===== src/rtl/tmc_store.sv =====
`timescale 1ns/1ps
module tmc_store #(
    parameter int DATA_W = 32,
    parameter int DEPTH  = 16,
    parameter int TAG_W  = 2,
    localparam int ADDR_W = $clog2(DEPTH)
) (
    input  logic              clk,
    input  logic              rst_n,
    input  logic [ADDR_W-1:0] rd_addr,
    output logic [DATA_W-1:0] rd_data,
    output logic [TAG_W-1:0]  rd_tag,
    input  logic              usr_we,
    input  logic [ADDR_W-1:0] usr_addr,
    input  logic [DATA_W-1:0] usr_data,
    input  logic              priv_we,
    input  logic [ADDR_W-1:0] priv_addr,
    input  logic [DATA_W-1:0] priv_data,
    input  logic [TAG_W-1:0]  priv_tag
);
    typedef struct {
        logic [DATA_W-1:0] word [DEPTH];
        logic [TAG_W-1:0]  perm [DEPTH];
    } store_t;

    store_t st_d, st_q;

    always_comb begin
        st_d = st_q;
        if (usr_we) begin
            st_d.word[usr_addr] = usr_data;
        end
        // The privileged write comes last, so it wins a same-word collision.
        if (priv_we) begin
            st_d.word[priv_addr] = priv_data;
            st_d.perm[priv_addr] = priv_tag;
        end
    end

    always_ff @(posedge clk) begin
        if (!rst_n) begin
            for (int i = 0; i < DEPTH; i++) begin
                st_q.word[i] <= '0;
                st_q.perm[i] <= '0;
            end
        end else begin
            st_q <= st_d;
        end
    end

    assign rd_data = st_q.word[rd_addr];
    assign rd_tag  = st_q.perm[rd_addr];
endmodule


===== config.mk =====
export PLATFORM = sky130hd
export DESIGN_NAME = tmc_store
export DESIGN_NICKNAME = d
export VERILOG_FILES = /design/src/rtl/tmc_store.sv
export SDC_FILE = /design/constraint.sdc
export NUM_CORES = 1
export LEC_CHECK = 0
export CORE_ASPECT_RATIO = 0.5
export CORE_UTILIZATION = 32
export CTS_BUF_LIST = sky130_fd_sc_hd__clkbuf_4 sky130_fd_sc_hd__clkbuf_8 sky130_fd_sc_hd__clkbuf_16
export DETAILED_ROUTE_END_ITERATION = 10
export DONT_BUFFER_PORTS = 1
export GPL_ROUTABILITY_DRIVEN = 0
export GPL_TIMING_DRIVEN = 1
export PLACE_DENSITY = 0.54
export SYNTH_ARGS = -nofsm -noshare
export SYNTH_HDL_FRONTEND = slang
export SYNTH_SLANG_ARGS = --single-unit

===== constraint.sdc =====
create_clock -name clk -period 1.69 [get_ports clk]
set_clock_uncertainty 0.2 [all_clocks]
set_input_delay 0.169 -clock clk [delete_from_list [all_inputs] [get_ports clk]]
set_output_delay 0.169 -clock clk [all_outputs]
set_load 0.01 [all_outputs]

==> flow_metrics.tcl <==
set metrics [dict create \
    status "finished, violations left" \
    failed_checks "negative setup slack" \
    worst_slack_ns -0.758 \
    grt_setup_unrepaired "yes" \
    antenna_found_initial 16 \
    cts.clk_slew.worst_paths_ns 0.07 \
    worst_slew_margin_rel_pct 34.0 \
    nets 3460 \
    post_dp_cell_area_um2 32900 \
    vdd_ir_drop_max_v 0.000822 \
    top_regs "st_q (512)" \
    vias 34697 \
    hold_viol 0 \
    final_util_pct 38.8 \
    powerDensity_nw_per_um2 880 \
    row_count 79 \
    overflow 0 \
    io_buffers 0 \
    p_seq_share_pct 41.9 \
    synth-seq-cells 544 \
    die-height_um 221 \
    leakagePower_uw 0.0104 \
    initial_core_util_pct 32.6 \
    clkSinkCount 544 \
    final_common_cell "nand3_1" \
    syn_avg_cell_area_um2 8.41 \
    grt_pass1_vias 32871 \
    fmax_mhz 409 \
    largest_register "st_q" \
    ys.flop_type "dfxtp_1" \
    htree_levels 2 \
    required_ns 1.32 \
    fp.dieW_um 439 \
    syn_inst 3635 \
    synth.distinct_cells 31 \
    p_int_uw 22400 \
    cts_tree "done" \
    ant_nets 0 \
    largest_reg_flops 512 \
    syn_to_final_growth_pct 19.0 \
    final_cell_mix "544 x nand3_1, 518 x dfxtp_1, 516 x o21ai_0, 512 x nor3_1, 512 x a311oi_1" \
    maxCapViolations 0 \
    grt_usage_pct 32.3 \
    setup-violations-final 535 \
    switching_power_uw 9620 \
    cp_max_fo 2 \
    grt_pass1_wl_mm 234 \
    vias_per_cell 7.39 \
    crit_type "flip-flop to primary output" \
    core_um2 93800 \
    stdcell_area_um2 36400 \
    min_path_type "input pin to flip-flop" \
    slew_violations 0 \
    drive_gt1_share_pct 19.2 \
    cts_root_buffer "clkbuf_16" \
    synth_fp_nets 3717 \
    p_total_uw 32000 \
    synth_area_um2 30600 \
    arrival_ns 2.08 \
    wl_per_cell_um 34.9 \
    critPathLaunchType "flip-flop" \
    yosys_warnings 0 \
    clk_latency_ns 0.66 \
    yosysSeqAreaShare_pct 35.6 \
    p_comb_share_pct 15.5 \
    holdWs_ns 0.0169 \
    grt_max_degree 137 \
    power_frac_clock_pct 42.5 \
    cp-end-kind "primary output" \
    swShare_pct 30.0 \
    worst_pin_slew_ns 0.986 \
    period_needed_ns 2.45 \
    fillers 9125 \
    drt_iter0_drc 5850 \
    finalCritPeriodShare_pct 145 \
    die-area_um2 96800 \
    drc 0 \
    drt-pass1-iter-count 6 \
    totalWireLength_mm 164 \
    design.portCount 116 \
    synth_edf_count 0 \
    async_reset_ff_share_pct 0 \
    cts.path.max_buffers 3 \
    dp_hpwl_mm 87.8 \
    cts_buffers 58 \
]
-- routing by layer --
metal | routed length, µm | track usage, %
met5 | 34 | 0.587
met3 | 24800 | 11.6
met4 | 7670 | 15.5
met1 | 62800 | 42.5
met2 | 68700 | 46.9
-- power by group through the flow --
stage,Clock [µW],Combinational [µW],Sequential [µW]
after floorplan,0,2650,13600
after global placement,0,3880,13700
after detailed placement,0,3910,13700
after CTS,13600,4640,13400
after global routing,14100,4990,13400
final,13600,4970,13400
-- timing repair --
item	in CTS	in global routing
gates cloned	0	3
gates resized for setup	104	77
endpoints found under the setup margin	34	578
hold endpoints to repair	544	219
hold buffers	87	3
buffers inserted	0	11
pin swaps	66	19
-- cell type report --
class	count	area [µm²]	share of cell area, %
clock inverter	23	240	0.660
antenna	15	37.5	0.103
multi-input combinational	2450	17500	48.1
tap	1255	1570	4.32
inverter	1	11.3	0.0310
clock buffer	82	1700	4.67
sequential	544	10900	30.0
timing repair buffer	323	4410	12.1
-- cells by family (layout without fill, tap and decap cells) --
| kind of cell | after synthesis | count (layout) | synth area share (%) |
|---|---|---|---|
| other | 0 | 15 | 0 |
| buffers and inverters | 641 | 429 | 9.38 |
| AOI/OAI and AO/OA | 1156 | 1156 | 25.8 |
| and+or+nand+nor | 1158 | 1158 | 19.2 |
| muxes | 136 | 136 | 10.0 |
| DFF | 544 | 544 | 35.6 |
-- Yosys cell counts (5+ instances only) --
| master | instances | area (µm²) |
|---|---|---|
| a21oi_1 | 32 | 160 |
| and3b_1 | 8 | 70.1 |
| a22oi_1 | 68 | 510 |
| buf_6 | 7 | 78.8 |
| a311oi_1 | 512 | 4480 |
| nand3b_1 | 6 | 45.0 |
| nor2b_1 | 5 | 31.3 |
| nor3_1 | 512 | 2560 |
| o21ai_0 | 516 | 2580 |
| nand2_1 | 52 | 195 |
| mux4_2 | 136 | 3060 |
| dfxtp_1 | 544 | 10900 |
| buf_2 | 166 | 831 |
| o21ai_1 | 28 | 140 |
| clkbuf_1 | 360 | 1350 |
| nand3_1 | 548 | 2740 |
| buf_1 | 52 | 195 |
| buf_4 | 53 | 398 |
-- critical path, stage by stage (launching register included) --
cell	delay, ns
dfxtp_2	0.32
mux4_2	0.47
a22oi_2	0.26
nand2_4	0.18
buf_6	0.16
-- through the flow --
step                setup WS, ns  TNS (ns)  instances
detailed placement        -0.370     -1.44       4471
finish                    -0.758   -102.70       4693
global placement          -0.379     -1.53       4471
CTS                       -0.749   -128.39       4661
global route              -0.771   -120.23       4686
floorplan                -0.0217    -0.681       3635
-- worst paths after layout --
path,end,start,cells after the start,slack [ns]
min reg2reg,flip-flop,flip-flop,2,0.27
max,rd_data[13],st_q[173],4,-0.76
min,st_q[420],usr_addr[3],5,0.02
max reg2reg,st_q[200],st_q[200],3,0.15
No activity file was read; power rests on OpenSTA's default activity.
